===== src/rtl/cir_rl_pkg.sv =====
package cir_rl_pkg;
   localparam int RUN_W = 7;
   localparam logic [RUN_W-1:0] RUN_MAX = '1;

   typedef struct packed {
      logic             mark;
      logic [RUN_W-1:0] len;
   } run_ent_t;

   typedef enum logic [1:0] {
      FR_WAIT = 2'd0,
      FR_RUN  = 2'd1
   } fr_state_t;

   localparam logic [1:0] MODE_IR = 2'b11;

   localparam int ST_OVF   = 0;
   localparam int ST_PEND  = 1;
   localparam int ST_AVAIL = 4;
   localparam int ST_CNT   = 8;
endpackage


===== src/rtl/cir_rl_sampler.sv =====
module cir_rl_sampler #(
   parameter int DIV_FAST = 64,
   parameter int DIV_SLOW = 128,
   parameter int FILT_W   = 6,
   parameter int SYNC_N   = 2
) (
   input  logic              clk,
   input  logic              rst_n,
   input  logic              run,
   input  logic              slow_sel,
   input  logic              invert,
   input  logic [FILT_W-1:0] filt_thr,
   input  logic              ir_in,
   output logic              stb,
   output logic              level
);
   localparam int PW = $clog2(DIV_SLOW);

   generate
      if (DIV_FAST < 2 || DIV_SLOW < DIV_FAST) begin : g_bad_div
         $error("sampler: divider parameters out of range");
      end
      if (SYNC_N < 2) begin : g_bad_sync
         $error("sampler: at least two synchronizer stages required");
      end
   endgenerate

   logic [SYNC_N-1:0] sync_q;
   logic              smp;
   logic [PW-1:0]     pcnt;
   logic [PW-1:0]     plim;
   logic              tick;
   logic [FILT_W-1:0] dcnt;
   logic [FILT_W:0]   dnext;

   always_ff @(posedge clk or negedge rst_n) begin
      if (!rst_n) sync_q <= '0;
      else        sync_q <= {sync_q[SYNC_N-2:0], ir_in ^ invert};
   end
   assign smp = sync_q[SYNC_N-1];

   assign plim = slow_sel ? PW'(DIV_SLOW - 1) : PW'(DIV_FAST - 1);

   always_ff @(posedge clk or negedge rst_n) begin
      if (!rst_n) begin
         pcnt <= '0;
         tick <= 1'b0;
      end else if (!run) begin
         pcnt <= '0;
         tick <= 1'b0;
      end else if (pcnt >= plim) begin
         pcnt <= '0;
         tick <= 1'b1;
      end else begin
         pcnt <= pcnt + 1'b1;
         tick <= 1'b0;
      end
   end

   assign dnext = {1'b0, dcnt} + 1'b1;

   always_ff @(posedge clk or negedge rst_n) begin
      if (!rst_n) begin
         level <= 1'b0;
         dcnt  <= '0;
         stb   <= 1'b0;
      end else if (!run) begin
         level <= 1'b0;
         dcnt  <= '0;
         stb   <= 1'b0;
      end else begin
         stb <= tick;
         if (tick) begin
            if (smp != level) begin
               if (dnext >= {1'b0, filt_thr}) begin
                  level <= smp;
                  dcnt  <= '0;
               end else begin
                  dcnt <= dnext[FILT_W-1:0];
               end
            end else begin
               dcnt <= '0;
            end
         end
      end
   end

   // sample ticks are separated by at least one idle cycle
   p_tick_gap_r1: assert property (@(posedge clk) disable iff (!rst_n)
      tick |=> !tick);

   // the filtered level only moves in the cycle its strobe follows
   p_level_on_strobe_r3: assert property (@(posedge clk) disable iff (!rst_n)
      (run && $past(run) && level != $past(level)) |-> stb);
endmodule


===== src/rtl/cir_rl_framer.sv =====
module cir_rl_framer
   import cir_rl_pkg::*;
#(
   parameter int THR_W     = 8,
   parameter int IDLE_UNIT = 128,
   parameter int ACT_SCALE = 128
) (
   input  logic             clk,
   input  logic             rst_n,
   input  logic             run,
   input  logic             stb,
   input  logic             level,
   input  logic [THR_W-1:0] idle_thr,
   input  logic [THR_W-1:0] act_thr,
   input  logic             act_scale,
   output logic             push,
   output run_ent_t         push_ent,
   output logic             pkt_end
);
   localparam int AS_SH = $clog2(ACT_SCALE);
   localparam int ID_SH = $clog2(IDLE_UNIT);
   localparam int QW    = THR_W + AS_SH + 1;
   localparam int IW    = THR_W + ID_SH + 1;

   generate
      if ((1 << AS_SH) != ACT_SCALE) begin : g_bad_scale
         $error("framer: ACT_SCALE must be a power of two");
      end
      if ((1 << ID_SH) != IDLE_UNIT || IDLE_UNIT < 2) begin : g_bad_idle
         $error("framer: IDLE_UNIT must be a power of two of at least 2");
      end
   endgenerate

   fr_state_t        st;
   logic [QW-1:0]    qual;
   logic [QW-1:0]    qual_inc;
   logic [QW-1:0]    act_base;
   logic [QW-1:0]    act_need;
   logic [IW-1:0]    idle;
   logic [IW-1:0]    idle_inc;
   logic [IW-1:0]    idle_need;
   logic             cur;
   logic [RUN_W-1:0] rl;
   logic [RUN_W-1:0] rl_inc;

   assign qual_inc  = qual + 1'b1;
   assign act_base  = QW'(act_thr) + QW'(1);
   assign act_need  = act_scale ? (act_base << AS_SH) : act_base;
   assign idle_inc  = idle + 1'b1;
   assign idle_need = (IW'(idle_thr) + IW'(1)) << ID_SH;
   assign rl_inc    = rl + 1'b1;

   always_ff @(posedge clk or negedge rst_n) begin
      if (!rst_n) begin
         st       <= FR_WAIT;
         qual     <= '0;
         idle     <= '0;
         cur      <= 1'b0;
         rl       <= '0;
         push     <= 1'b0;
         push_ent <= '0;
         pkt_end  <= 1'b0;
      end else if (!run) begin
         st      <= FR_WAIT;
         qual    <= '0;
         idle    <= '0;
         cur     <= 1'b0;
         rl      <= '0;
         push    <= 1'b0;
         pkt_end <= 1'b0;
      end else begin
         push    <= 1'b0;
         pkt_end <= 1'b0;
         if (stb) begin
            case (st)
               FR_WAIT: begin
                  if (level) begin
                     if (qual_inc >= act_need) begin
                        st   <= FR_RUN;
                        cur  <= 1'b1;
                        rl   <= '0;
                        idle <= '0;
                        qual <= '0;
                     end else begin
                        qual <= qual_inc;
                     end
                  end else begin
                     qual <= '0;
                  end
               end
               FR_RUN: begin
                  if (level == cur) begin
                     if (rl_inc == RUN_MAX) begin
                        push     <= 1'b1;
                        push_ent <= '{mark: cur, len: RUN_MAX};
                        rl       <= '0;
                     end else begin
                        rl <= rl_inc;
                     end
                  end else begin
                     if (rl != '0) begin
                        push     <= 1'b1;
                        push_ent <= '{mark: cur, len: rl};
                     end
                     cur <= level;
                     rl  <= RUN_W'(1);
                  end
                  if (!level) begin
                     if (idle_inc >= idle_need) begin
                        push     <= 1'b1;
                        push_ent <= '{mark: 1'b0, len: (level == cur) ? rl_inc : RUN_W'(1)};
                        pkt_end  <= 1'b1;
                        st       <= FR_WAIT;
                        rl       <= '0;
                        idle     <= '0;
                        qual     <= '0;
                        cur      <= 1'b0;
                     end else begin
                        idle <= idle_inc;
                     end
                  end else begin
                     idle <= '0;
                  end
               end
               default: st <= FR_WAIT;
            endcase
         end
      end
   end

   // every stored run has a length of at least one sample
   p_len_nonzero_r2: assert property (@(posedge clk) disable iff (!rst_n)
      push |-> (push_ent.len != '0));

   // the frame end always comes with a final space entry
   p_end_with_entry_r5: assert property (@(posedge clk) disable iff (!rst_n)
      pkt_end |-> (push && !push_ent.mark));

   // waiting for a qualifying mark never writes entries
   p_wait_quiet_r4: assert property (@(posedge clk) disable iff (!rst_n)
      (st == FR_WAIT && !pkt_end) |=> !push || $past(st) != FR_WAIT);
endmodule


===== src/rtl/cir_rl_fifo.sv =====
module cir_rl_fifo #(
   parameter int DEPTH = 16,
   parameter int W     = 8,
   localparam int AW   = $clog2(DEPTH),
   localparam int CW   = AW + 1
) (
   input  logic          clk,
   input  logic          rst_n,
   input  logic          push,
   input  logic [W-1:0]  wdata,
   input  logic          pop,
   output logic [W-1:0]  rdata,
   output logic [CW-1:0] count,
   output logic          ovf_evt
);
   generate
      if ((1 << AW) != DEPTH || DEPTH < 4) begin : g_bad_depth
         $error("fifo: DEPTH must be a power of two of at least 4");
      end
   endgenerate

   logic [W-1:0]  mem [DEPTH];
   logic [AW-1:0] wp;
   logic [AW-1:0] rp;
   logic          full;
   logic          empty;
   logic          do_push;
   logic          do_pop;

   assign full    = (count == CW'(DEPTH));
   assign empty   = (count == '0);
   assign do_push = push & ~full;
   assign do_pop  = pop & ~empty;
   assign ovf_evt = push & full;
   assign rdata   = empty ? '0 : mem[rp];

   always_ff @(posedge clk) begin
      if (do_push) mem[wp] <= wdata;
   end

   always_ff @(posedge clk or negedge rst_n) begin
      if (!rst_n) begin
         wp    <= '0;
         rp    <= '0;
         count <= '0;
      end else begin
         if (do_push) wp <= wp + 1'b1;
         if (do_pop)  rp <= rp + 1'b1;
         case ({do_push, do_pop})
            2'b10:   count <= count + 1'b1;
            2'b01:   count <= count - 1'b1;
            default: count <= count;
         endcase
      end
   end

   // the fill count never exceeds the depth
   p_count_bound_r7: assert property (@(posedge clk) disable iff (!rst_n)
      count <= CW'(DEPTH));

   // a push into a full FIFO leaves it full
   p_full_hold_r7: assert property (@(posedge clk) disable iff (!rst_n)
      (push && full && !pop) |=> (count == CW'(DEPTH)));

   // a read of an empty FIFO leaves it empty
   p_empty_read_r12: assert property (@(posedge clk) disable iff (!rst_n)
      (pop && empty && !push) |=> (count == '0));
endmodule


===== src/rtl/cir_rl_rx.sv =====
module cir_rl_rx
   import cir_rl_pkg::*;
#(
   parameter int DEPTH     = 16,
   parameter int DIV_FAST  = 64,
   parameter int DIV_SLOW  = 128,
   parameter int FILT_W    = 6,
   parameter int THR_W     = 8,
   parameter int IDLE_UNIT = 128,
   parameter int ACT_SCALE = 128,
   localparam int LVL_W    = $clog2(DEPTH),
   localparam int CW       = LVL_W + 1,
   localparam int STAT_W   = ST_CNT + CW
) (
   input  logic              clk,
   input  logic              rst_n,
   input  logic              glb_en,
   input  logic              rx_en,
   input  logic [1:0]        mode,
   input  logic              slow_sel,
   input  logic              invert,
   input  logic [FILT_W-1:0] filt_thr,
   input  logic [THR_W-1:0]  idle_thr,
   input  logic [THR_W-1:0]  act_thr,
   input  logic              act_scale,
   input  logic [LVL_W-1:0]  trig_lvl,
   input  logic [2:0]        irq_en,
   input  logic              clr_we,
   input  logic [7:0]        clr_mask,
   input  logic              ir_in,
   input  logic              rd_stb,
   output logic [7:0]        rd_data,
   output logic [STAT_W-1:0] status,
   output logic              irq
);
   logic     run;
   logic     stb;
   logic     level;
   logic     push;
   run_ent_t push_ent;
   logic     pkt_end;
   logic [CW-1:0] count;
   logic     ovf_evt;
   logic     ovf_q;
   logic     pend_q;
   logic     avail_q;
   logic     clr_ovf;
   logic     clr_pend;
   logic     clr_avail;

   assign run = glb_en & rx_en & (mode == MODE_IR);

   cir_rl_sampler #(
      .DIV_FAST (DIV_FAST),
      .DIV_SLOW (DIV_SLOW),
      .FILT_W   (FILT_W),
      .SYNC_N   (2)
   ) u_smp (
      .clk      (clk),
      .rst_n    (rst_n),
      .run      (run),
      .slow_sel (slow_sel),
      .invert   (invert),
      .filt_thr (filt_thr),
      .ir_in    (ir_in),
      .stb      (stb),
      .level    (level)
   );

   cir_rl_framer #(
      .THR_W     (THR_W),
      .IDLE_UNIT (IDLE_UNIT),
      .ACT_SCALE (ACT_SCALE)
   ) u_frm (
      .clk       (clk),
      .rst_n     (rst_n),
      .run       (run),
      .stb       (stb),
      .level     (level),
      .idle_thr  (idle_thr),
      .act_thr   (act_thr),
      .act_scale (act_scale),
      .push      (push),
      .push_ent  (push_ent),
      .pkt_end   (pkt_end)
   );

   cir_rl_fifo #(
      .DEPTH (DEPTH),
      .W     (8)
   ) u_fifo (
      .clk     (clk),
      .rst_n   (rst_n),
      .push    (push),
      .wdata   (push_ent),
      .pop     (rd_stb),
      .rdata   (rd_data),
      .count   (count),
      .ovf_evt (ovf_evt)
   );

   assign clr_ovf   = clr_we & clr_mask[ST_OVF];
   assign clr_pend  = clr_we & clr_mask[ST_PEND];
   assign clr_avail = clr_we & clr_mask[ST_AVAIL];

   always_ff @(posedge clk or negedge rst_n) begin
      if (!rst_n) begin
         ovf_q   <= 1'b0;
         pend_q  <= 1'b0;
         avail_q <= 1'b0;
      end else begin
         ovf_q   <= (ovf_q & ~clr_ovf) | ovf_evt;
         pend_q  <= (pend_q & ~clr_pend) | pkt_end;
         avail_q <= (avail_q & ~clr_avail) | (count > CW'(trig_lvl));
      end
   end

   always_comb begin
      status                     = '0;
      status[ST_OVF]             = ovf_q;
      status[ST_PEND]            = pend_q;
      status[ST_AVAIL]           = avail_q;
      status[ST_CNT +: CW]       = count;
   end

   assign irq = |({avail_q, pend_q, ovf_q} & irq_en);

   // overflow stays set until a clear names it
   p_ovf_sticky_r7: assert property (@(posedge clk) disable iff (!rst_n)
      (ovf_q && !clr_ovf) |=> ovf_q);

   // a fill above the level raises data-available
   p_avail_r8: assert property (@(posedge clk) disable iff (!rst_n)
      (count > CW'(trig_lvl)) |=> avail_q);

   // frame end raises the packet-end flag
   p_pend_r5: assert property (@(posedge clk) disable iff (!rst_n)
      pkt_end |=> pend_q);

   // nothing is stored while reception is off
   p_off_quiet_r11: assert property (@(posedge clk) disable iff (!rst_n)
      (!run && !$past(run)) |-> !push);
endmodule


===== config.mk =====
export PLATFORM = sky130hd
export DESIGN_NAME = cir_rl_rx
export DESIGN_NICKNAME = d
export VERILOG_FILES = /design/src/rtl/cir_rl_pkg.sv /design/src/rtl/cir_rl_sampler.sv /design/src/rtl/cir_rl_framer.sv /design/src/rtl/cir_rl_fifo.sv /design/src/rtl/cir_rl_rx.sv
export SDC_FILE = /design/constraint.sdc
export NUM_CORES = 1
export LEC_CHECK = 0
export ABC_AREA = 1
export BUFFER_PORTS_ARGS = -buffer_cell sky130_fd_sc_hd__buf_2
export CELL_PAD_IN_SITES_DETAIL_PLACEMENT = 1
export CELL_PAD_IN_SITES_GLOBAL_PLACEMENT = 2
export CORE_MARGIN = 1.5
export CORE_UTILIZATION = 40
export CTS_BUF_LIST = sky130_fd_sc_hd__clkbuf_4 sky130_fd_sc_hd__clkbuf_8
export CTS_CLUSTER_SIZE = 25
export DETAILED_ROUTE_END_ITERATION = 6
export PLACE_DENSITY_LB_ADDON = 0.15
export SLEW_MARGIN = 20
export SYNTH_ARGS = -nofsm -noshare
export SYNTH_HDL_FRONTEND = slang
export SYNTH_SLANG_ARGS = --single-unit

===== constraint.sdc =====
create_clock -name clk -period 4 [get_ports clk]
set_clock_uncertainty 0.2 [all_clocks]
set_input_delay 0.8 -clock clk [delete_from_list [all_inputs] [get_ports clk]]
set_output_delay 0.8 -clock clk [all_outputs]
set_load 0.02 [all_outputs]

==> After elaboration in Yosys (flattened, before gate mapping) <==
Memories as Yosys holds them, arrays and structs flattened.
Index checks and enable logic that the tools add are counted.
{ "totals": {"reg_bits": 86, "ramBits": 128, "inputBits": 49, "out_inout_bits": 22, "n_memories": 1} }
{ "classes": {"add_sub_neg": 11, "magnitude_cmp": 5, "n_eq_ne": 17, "muxes": 76, "n_bitwise": 21, "n_reduce_logical": 10} }
{ "mem_list": {"columns": ["name", "words", "word_bits", "rd", "rd_ports_with_merged_regs", "wr", "line", "rtl"], "rows": [
  ["u_fifo.mem", 16, 8, 1, 0, 1, "cir_rl_fifo.sv:22", "logic [W-1:0] mem [DEPTH];"]
]} }
{ "ops": {"columns": ["op", "n"], "rows": [
  ["$mux W16", 13],
  ["$mux W7", 12],
  ["$pmux W16 S2", 2],
  ["$mux W8", 6],
  ["$add A16 B1 Y16 const B", 2],
  ["$ge A16 B16 Y1", 2],
  ["$mux W1", 29],
  ["$mux W6", 4],
  ["$add A8 B1 Y9 const B", 2],
  ["$ne A3 B3 Y1 const B", 5],
  ["$add A7 B1 Y7 const B", 2],
  ["$pmux W7 S2", 1],
  ["$mux W2", 6],
  ["$and A1 B1 Y1", 11],
  ["$pmux W5 S2", 1],
  ["$add A4 B1 Y4 const B", 2],
  ["$ne A2 B2 Y1 const B", 4],
  ["$reduce_and A4 Y1", 2],
  ["$add A6 B1 Y7 const B", 1],
  ["$eq A7 B7 Y1 const B", 1],
  ["$ge A7 B6 Y1", 1],
  ["$ge A7 B7 Y1", 1],
  ["$reduce_bool A7 Y1", 1],
  ["$reduce_and A3 Y1", 2],
  ["19 further kinds", 27]
]} }

==> Depth between registers and ports, before layout <==
Gate-level depths: netlist of the first run.
{ "depth": {"depth_word": 9, "depth_mapped": 20, "ltp_nobuf": 18} }

==> Hierarchy <==
Synthesis of the first run repeated with hierarchy kept, for this count alone.
{ "unflattened": {"hier_cells": 1373, "hier_area_um2": 11816.3} }
{ "by_module_without_submodules": {"columns": ["mod", "n_inst", "cells_per_inst", "area_per_inst_um2", "seq_area_each_um2"], "rows": [
  ["cir_rl_fifo", 1, 547, 6083.3, 4169.0],
  ["cir_rl_framer", 1, 656, 4372.9, 1276.2],
  ["cir_rl_sampler", 1, 122, 1036.0, 450.4],
  ["cir_rl_rx", 1, 48, 324.1, 75.1]
]} }

==> Least setup slack after synthesis of the first run <==
Ideal clock, no wire load.
{ "synth_timing": {"path_type": "input -> register", "start": "input port act_thr[0]", "end": "register u_frm.idle[10]", "setup_ns": 0.083, "arrival_ns": 3.031, "path_slack_ns": 0.687, "cell_stages": 15, "path_cell_list": "ha_1 -> nand3_1 -> nand3b_1 -> nor3b_1 -> nand2_1 -> ha_1 -> a21oi_1 -> o21ai_0 -> a21oi_1 -> nand4_1 -> nand2_1 -> buf_2 -> buf_2 -> nand2_1 -> o21ai_0"} }
{ "synth_between": {"elab_chain_cells": 5} }
{ "synth_lines": {"columns": ["item", "line", "rtl"], "rows": [
  ["start: declaration", "cir_rl_rx.sv:24", "input logic [THR_W-1:0] act_thr,"],
  ["$add A8 B1 Y9", "cir_rl_framer.sv:47", "assign act_base = QW'(act_thr) + QW'(1);"],
  ["$mux W16", "cir_rl_framer.sv:48", "assign act_need = act_scale ? (act_base << AS_SH) : act_base;"],
  ["$ge A16 B16 Y1", "cir_rl_framer.sv:78", "if (qual_inc >= act_need) begin"],
  ["$ne A3 B3 Y1 (no line)", null, null],
  ["$reduce_and A4 Y1 (no line)", null, null],
  ["end signal: assignment", "cir_rl_framer.sv:119", "idle <= idle_inc;"],
  ["end: declaration", "cir_rl_framer.sv:39", "logic [IW-1:0] idle;"]
]} }
Every way passes these cells.
A chain may end at the register's enable or synchronous reset.

==> Worst setup path after layout of the first run <==
{ "layout_timing": {"start": "register u_fifo.rp[1]", "end": "output port rd_data[3]"} }
{ "layout_between": {"elab_chain_cells": 2} }
{ "layout_lines": {"columns": ["item", "line", "rtl"], "rows": [
  ["start: declaration", "cir_rl_fifo.sv:24", "logic [AW-1:0] rp;"],
  ["start signal: assignment", "cir_rl_fifo.sv:48", "if (do_pop) rp <= rp + 1'b1;"],
  ["$mem_v2 Z16 W8", null, null],
  ["$mux W8", "cir_rl_fifo.sv:35", "assign rdata = empty ? '0 : mem[rp];"],
  ["end: declaration", "cir_rl_rx.sv:32", "output logic [7:0] rd_data,"]
]} }
Every way passes these cells.

==> results.sh, run 1 <==
export IMPL_finalHoldViolCount=0
export IMPL_ff2ff_path_depth=14
export IMPL_grt_pass1_wl_mm=48.86
export IMPL_crit_arrival_ns=2.73
export IMPL_drt_first_pass_iters=4
export IMPL_cap_violations=0
export IMPL_worst_setup_path_end_kind="primary output"
export IMPL_synth_warnings=0
export IMPL_synth_main_ff_cell="edfxtp_1"
export IMPL_grt_pass1_vias=9298
export IMPL_worst_r2r_endpoint="u_frm.qual[7]$_DFFE_PN0P_"
export IMPL_status="completed"
export IMPL_grt_setup_unrepaired="no"
export IMPL_hpwl_mm=20.32
export IMPL_yosys_area_top_type_share=0.3363
export IMPL_die_w_um=172.0
export IMPL_fin_nets=1443
export IMPL_hold_buffers=0
export IMPL_topRoutingLayerUsed="met4"
export IMPL_crit_chain="buf_4 > inv_1 > buf_4 > o21ai_0 > o221ai_1 > nand3_1 > a21oi_1 > buf_2"
export IMPL_first_iter_violations=550
export IMPL_crit_required_ns=3.00
export IMPL_wl_mm=29.56
export IMPL_power_density_mw_per_mm2=501.0
export IMPL_seq_area_frac_synth=0.5224
export IMPL_p_int_uw=4280
export IMPL_met2_length_mm=14.03
export IMPL_cp_start_kind="flip-flop"
export IMPL_slowest_delay_ns=0.55
export IMPL_cts_buffers=40
export IMPL_drtAntennaViolNets=0
export IMPL_clk_latency_ns=0.55
export IMPL_postSynthAreaPerCell_um2=9.050
export IMPL_gr_total_overflow=0
export IMPL_initial_core_util=0.4092
export IMPL_post_cts_resized=0
export IMPL_yosys_area_top_type="edfxtp_1"
export IMPL_io_pins=71
export IMPL_final_cell_mix="256 x nand2_1, 165 x nor2_1, 128 x edfxtp_1"
export IMPL_area_growth_pct=13.84
export IMPL_r2r_start="u_frm.qual[7]$_DFFE_PN0P_"
export IMPL_critical_path_class="reg -> out"
export IMPL_async_flop_share=0.3991
export IMPL_dp_worst_setup_slack_ns=0.1154
export IMPL_die_y_um=172.0
export IMPL_cts_path_max_buffers=3
export IMPL_setup_violations_final=0
export IMPL_synthTopCellsByArea="edfxtp_1 34%, dfrtp_1 19%, nand2_1 8.4%, ha_1 6.1%, nor2_1 5.4%"
export IMPL_post_route_drc_count=0
export IMPL_grtUsageTotal=0.2101
export IMPL_p_sw_uw=2238
export IMPL_cts_tree="done"
export IMPL_netSwitchingFraction=0.3434
export IMPL_clkPwrFrac=0.350
export IMPL_synthCells=1263
export IMPL_p_total_uw=6519
export IMPL_period_share=0.9322
export IMPL_vias=8967
export IMPL_synth_cell_types=53
export IMPL_fill_cells=3332
export IMPL_drt_vias_per_instance=5.136
export IMPL_layout_commonest_cell="nand2_1"
export IMPL_relSlewSlack=0.4123
export IMPL_r2r_slack_ns=0.60
export IMPL_dr_wl_met3_mm=1.161
export IMPL_worstMarginPinSlew_ns=0.8783
export IMPL_fin_crit_ns=3.729
export IMPL_drive_above_1_share=0.1206
export IMPL_clkSlewWorstSetupHoldPaths_ns=0.06
export IMPL_hold_path_class="in -> async"
export IMPL_p_comb_frac=0.270
export IMPL_post_cts_setup_buffers=0
export IMPL_drv_slew=0
export IMPL_placementRows=61
export IMPL_maxClockFrequency_mhz=268.2
export IMPL_setup_ws_ns=0.2713
export IMPL_cp_slowest_cell="dfrtp_1"
export IMPL_htreeDepth=2
export IMPL_core_area_mm2=0.02793
export IMPL_crit_fanout=19
export IMPL_ys_seq_elements=213
export IMPL_port_buffers=60
export IMPL_cp_common_cell="buf_4"
export IMPL_p_leak_uw=0.005722
export IMPL_syn_cell_area_mm2=0.01143
export IMPL_tns_ns=0
export IMPL_ctsRootBufferMaster="clkbuf_8"
export IMPL_grt_max_degree=66
export IMPL_m1WireLength_mm=13.76
export IMPL_synth_edff_count=128
export IMPL_p_seq_frac=0.380
export IMPL_antenna_found_initial=0
export IMPL_dieArea_mm2=0.02960
export IMPL_ir_drop_uv=224.5
export IMPL_gp_congestion=0.7637
export IMPL_wl_per_cell_um=16.93
export IMPL_clock_sinks=213
export IMPL_antenna_cells=0
cell type report:
cell class / count / area, um^2 / share of cell area
Clock buffer: 56 / 689.4 / 0.05299
Clock inverter: 17 / 171.4 / 0.01317
Inverter: 125 / 474.2 / 0.03645
Multi-Input combinational cell: 878 / 4748 / 0.3649
Sequential cell: 213 / 5972 / 0.4590
Tap cell: 378 / 473.0 / 0.03635
Timing Repair Buffer: 79 / 483.0 / 0.03712
flip-flops by register name (all words and copies together), names as in the netlist, 2 cells and up:
name            cells
u_smp.sync_q        2
u_fifo.count        5
u_smp.dcnt          6
u_smp.pcnt          7
u_frm.idle         16
u_frm.push_ent      8
u_frm.qual         16
u_fifo.mem        128
u_fifo.wp           4
u_frm.rl            7
u_fifo.rp           4
per-layer routing:
metal	vias to the layer above	global-route usage
met2	158	0.3582
met5	-	0
met3	53	0.03044
met4	0	0.05747
met1	4313	0.2789
li1	4443	-
how the worst max path moves through the flow:
stage                             startpoint                         end  slack [ns]  cells after the start
global route        u_fifo.rp[1]$_DFFE_PN0P_                  rd_data[4]        0.04                     10
finish              u_fifo.rp[1]$_DFFE_PN0P_                  rd_data[3]        0.27                      8
floorplan                         act_thr[0]  u_frm.idle[10]$_DFFE_PN0P_        0.69                     15
detailed placement                act_thr[0]   u_frm.qual[7]$_DFFE_PN0P_        0.12                     15
global placement                  act_thr[0]  u_frm.qual[11]$_DFFE_PN0P_        0.17                     15
CTS                 u_fifo.rp[1]$_DFFE_PN0P_                  rd_data[3]        0.22                      8
cell families (layout without fill, tap and decap cells):
group                      Yosys count  in the layout  share of synthesized area
and+or+nand+nor                    560            560                     0.2105
xor gates and xnor gates            46             46                    0.03525
buffers and inverters              176            277                    0.06349
other                                1              5                  0.0003281
muxes                                1              1                  0.0008758
DFF                                213            213                     0.5224
AOI/OAI and AO/OA                  209            209                     0.1041
adders and majority gates           57             57                    0.06305
power by group through the flow:
stage / clock [uW] / combinational, uW / sequential (uW)
after floorplan: 0 / 1130 / 2510
after global placement: 0 / 1730 / 2520
after detailed placement: 0 / 1770 / 2520
after CTS: 2340 / 1780 / 2480
after global routing: 2430 / 1980 / 2490
final: 2280 / 1760 / 2480
through the flow:
stage | hold WS (ns) | std cells | utilization | cell area [um^2]
finish | 0.1019 | 1746 | 0.4658 | 13010
floorplan | 0.1312 | 1267 | - | 11440
global placement | 0.1349 | 1673 | 0.4350 | 12150
detailed placement | 0.1362 | 1673 | 0.4350 | 12150
global route | 0.1411 | 1746 | 0.4658 | 13010
CTS | 0.1057 | 1746 | 0.4658 | 13010
synthesized netlist by cell type (all sizes together) (2+ instances only):
cell / count
a211oi: 2
a21boi: 2
a21oi: 39
a31o: 2
a31oi: 3
buf: 20
clkbuf: 31
clkinv: 3
dfrtp: 85
edfxtp: 128
ha: 56
inv: 122
nand2: 258
nand3: 51
nand3b: 7
nand4: 49
nor2: 170
nor3: 15
nor3b: 3
o21ai: 124
o221ai: 24
o22ai: 8
or2: 5
xnor2: 11
xor2: 35
critical path, delay by kind of cell, from the launching register on:
family,cells,cell delay (ns)
AO/OA/AOI/OAI,3,0.63
AND/OR/NAND/NOR,1,0.18
flip-flops,1,0.55
buffers and inverters,4,0.79
Note: power is estimated with default switching activity, not from simulation.
==> run 2, diff against run 1 <==
Settings changed: CELL_PAD_IN_SITES_DETAIL_PLACEMENT 1 to 2.
==> run 2 against run 1 <==
Effect of this change: critical path type unchanged; die area unchanged; core utilization down 0.13 points; largest power group unchanged; sequential share of layout area up 0.13 points; clock power down 2%; sequential power about the same; final area down 0.27%; power up 1.2%; critical path depth up 2.
==> results.sh, run 2 (same netlist as run 1, synthesis figures left out) <==
export IMPL_wl_per_cell_um=20.93
export IMPL_fin_nets=1442
export IMPL_crit_arrival_ns=2.79
export IMPL_placementRows=61
export IMPL_power_density_mw_per_mm2=508.2
export IMPL_maxClockFrequency_mhz=264.0
export IMPL_clk_latency_ns=0.56
export IMPL_initial_core_util=0.4092
export IMPL_antenna_found_initial=1
export IMPL_cap_violations=0
export IMPL_first_iter_violations=513
export IMPL_grtUsageTotal=0.2582
export IMPL_dieArea_mm2=0.02960
export IMPL_htreeDepth=2
export IMPL_cts_tree="done"
export IMPL_status="completed"
export IMPL_p_leak_uw=0.005694
export IMPL_largest_reg_flops=128
export IMPL_r2r_slack_ns=0.56
export IMPL_io_pins=71
export IMPL_vias=9532
export IMPL_layout_commonest_cell="nand2_1"
export IMPL_utilization=0.4645
export IMPL_gp_congestion=0.7637
export IMPL_crit_fanout=19
export IMPL_worst_r2r_endpoint="u_frm.rl[4]$_DFFE_PN0P_"
export IMPL_relSlewSlack=0.2147
export IMPL_finalHoldViolCount=0
export IMPL_reg_largest_list="u_fifo.mem (128), u_frm.idle (16), u_frm.qual (16)"
export IMPL_grt_max_degree=66
export IMPL_cts_buffers=39
export IMPL_tns_ns=0
export IMPL_drtAntennaViolNets=0
export IMPL_antenna_cells=0
export IMPL_slowest_delay_ns=0.51
export IMPL_clock_sinks=213
export IMPL_final_cell_mix="256 x nand2_1, 165 x nor2_1, 128 x edfxtp_1"
export IMPL_port_buffers=60
export IMPL_r2r_start="u_frm.idle[0]$_DFFE_PN0P_"
export IMPL_fin_crit_ns=3.788
export IMPL_dp_cells=1673
export IMPL_hpwl_mm=24.22
export IMPL_gr_total_overflow=0
export IMPL_drive_above_1_share=0.1201
export IMPL_die_y_um=172.0
export IMPL_grt_setup_unrepaired="no"
export IMPL_grt_pass1_wl_mm=58.80
export IMPL_regMostFlops="u_fifo.mem"
export IMPL_drt_vias_per_instance=5.466
export IMPL_crit_required_ns=3.00
export IMPL_crit_chain="buf_4 > inv_1 > buf_4 > o21ai_0 > o22ai_2 > nor2_1 > nor2_1 > o21ai_0 > a21oi_1 > buf_2"
export IMPL_drv_slew=0
export IMPL_ir_drop_uv=239.9
export IMPL_cts_path_max_buffers=3
export IMPL_ff2ff_path_depth=16
export IMPL_post_route_drc_count=0
export IMPL_period_share=0.9469
export IMPL_fin_cells=1744
export IMPL_clkSlewWorstSetupHoldPaths_ns=0.07
export IMPL_cp_start_kind="flip-flop"
export IMPL_die_w_um=172.0
export IMPL_hold_path_class="in -> async"
export IMPL_ctsRootBufferMaster="clkbuf_8"
export IMPL_cp_slowest_cell="dfrtp_2"
export IMPL_core_area_mm2=0.02793
export IMPL_grt_pass1_vias=10680
export IMPL_worst_setup_path_end_kind="primary output"
export IMPL_drt_first_pass_iters=5
export IMPL_setup_violations_final=0
export IMPL_critical_path_class="reg -> out"
export IMPL_fill_cells=3147
export IMPL_area_growth_pct=13.53
export IMPL_wl_mm=36.50
export IMPL_worstMarginPinSlew_ns=1.174
-- run 2: cell count changes in the layout (fill, tap and decap cells not counted), sizes merged --
cell / before / now
clkbuf: 56 / 50
clkinv: 15 / 19
bufinv: 3 / 2
inv: 124 / 123
clkinvlp: 0 / 2
-- run 2: critical path: cells and delay by family, from the launching register on --
kind                   cells  cell delay, ns
DFF                        1            0.51
AOI/OAI and AO/OA          4            0.74
and+or+nand+nor            2            0.19
buffers and inverters      4            0.78
-- run 2: per-layer routing --
metal  global-route usage  share of wire
met4              0.08166          0.023
met3              0.04257          0.042
met2               0.4755           0.52
met1               0.3053           0.41
met5                    0        0.00052
-- run 2: worst max path at each step --
| stage | start | endpoint | slack [ns] |
|---|---|---|---|
| 3_5_place_dp | act_thr[0] | u_frm.qual[11]$_DFFE_PN0P_ | 0.09 |
| 6_report | u_fifo.rp[1]$_DFFE_PN0P_ | rd_data[3] | 0.21 |
| 3_3_place_gp | act_thr[0] | u_frm.qual[11]$_DFFE_PN0P_ | 0.17 |
| 5_1_grt | u_fifo.rp[1]$_DFFE_PN0P_ | rd_data[3] | 0.04 |
| 2_1_floorplan | act_thr[0] | u_frm.idle[10]$_DFFE_PN0P_ | 0.69 |
| 4_1_cts | u_fifo.rp[1]$_DFFE_PN0P_ | rd_data[3] | 0.04 |
-- run 2: report_power, final --
group	total, uW	internal (uW)	leakage (uW)	switching, uW
combinational	1880	583	0.00284	1300
sequential	2480	2380	0.00243	104
clock	2230	1220	0.000425	1010
total	6590	4180	0.00569	2410
-- run 2: cell type report --
type,instances,area (um^2),share of cell area
timing repair buffer,79,483.0,0.03722
tap,378,473.0,0.03645
multi-input combinational,878,4755,0.3664
inverter,125,474.2,0.03654
clock inverter,21,161.4,0.01244
sequential,213,5973,0.4603
clock buffer,50,656.9,0.05062
-- run 2: what timing repair did --
action                     CTS  global route
buffers inserted             0             0
gates resized for setup      0             2
setup endpoints to repair    0             2
hold buffers                 0             0
-- run 2: stage by stage --
step                power [uW]  area (um^2)  setup slack [ns]  hold slack (ns)
floorplan                 3638        11440            0.6866           0.1312
global placement          4247        12150            0.1687           0.1349
detailed placement        4365        12150           0.08986           0.1378
CTS                       6645        12970           0.04113           0.1257
global route              6929        12980           0.03898           0.1404
finish                    6594        12980            0.2124           0.1121
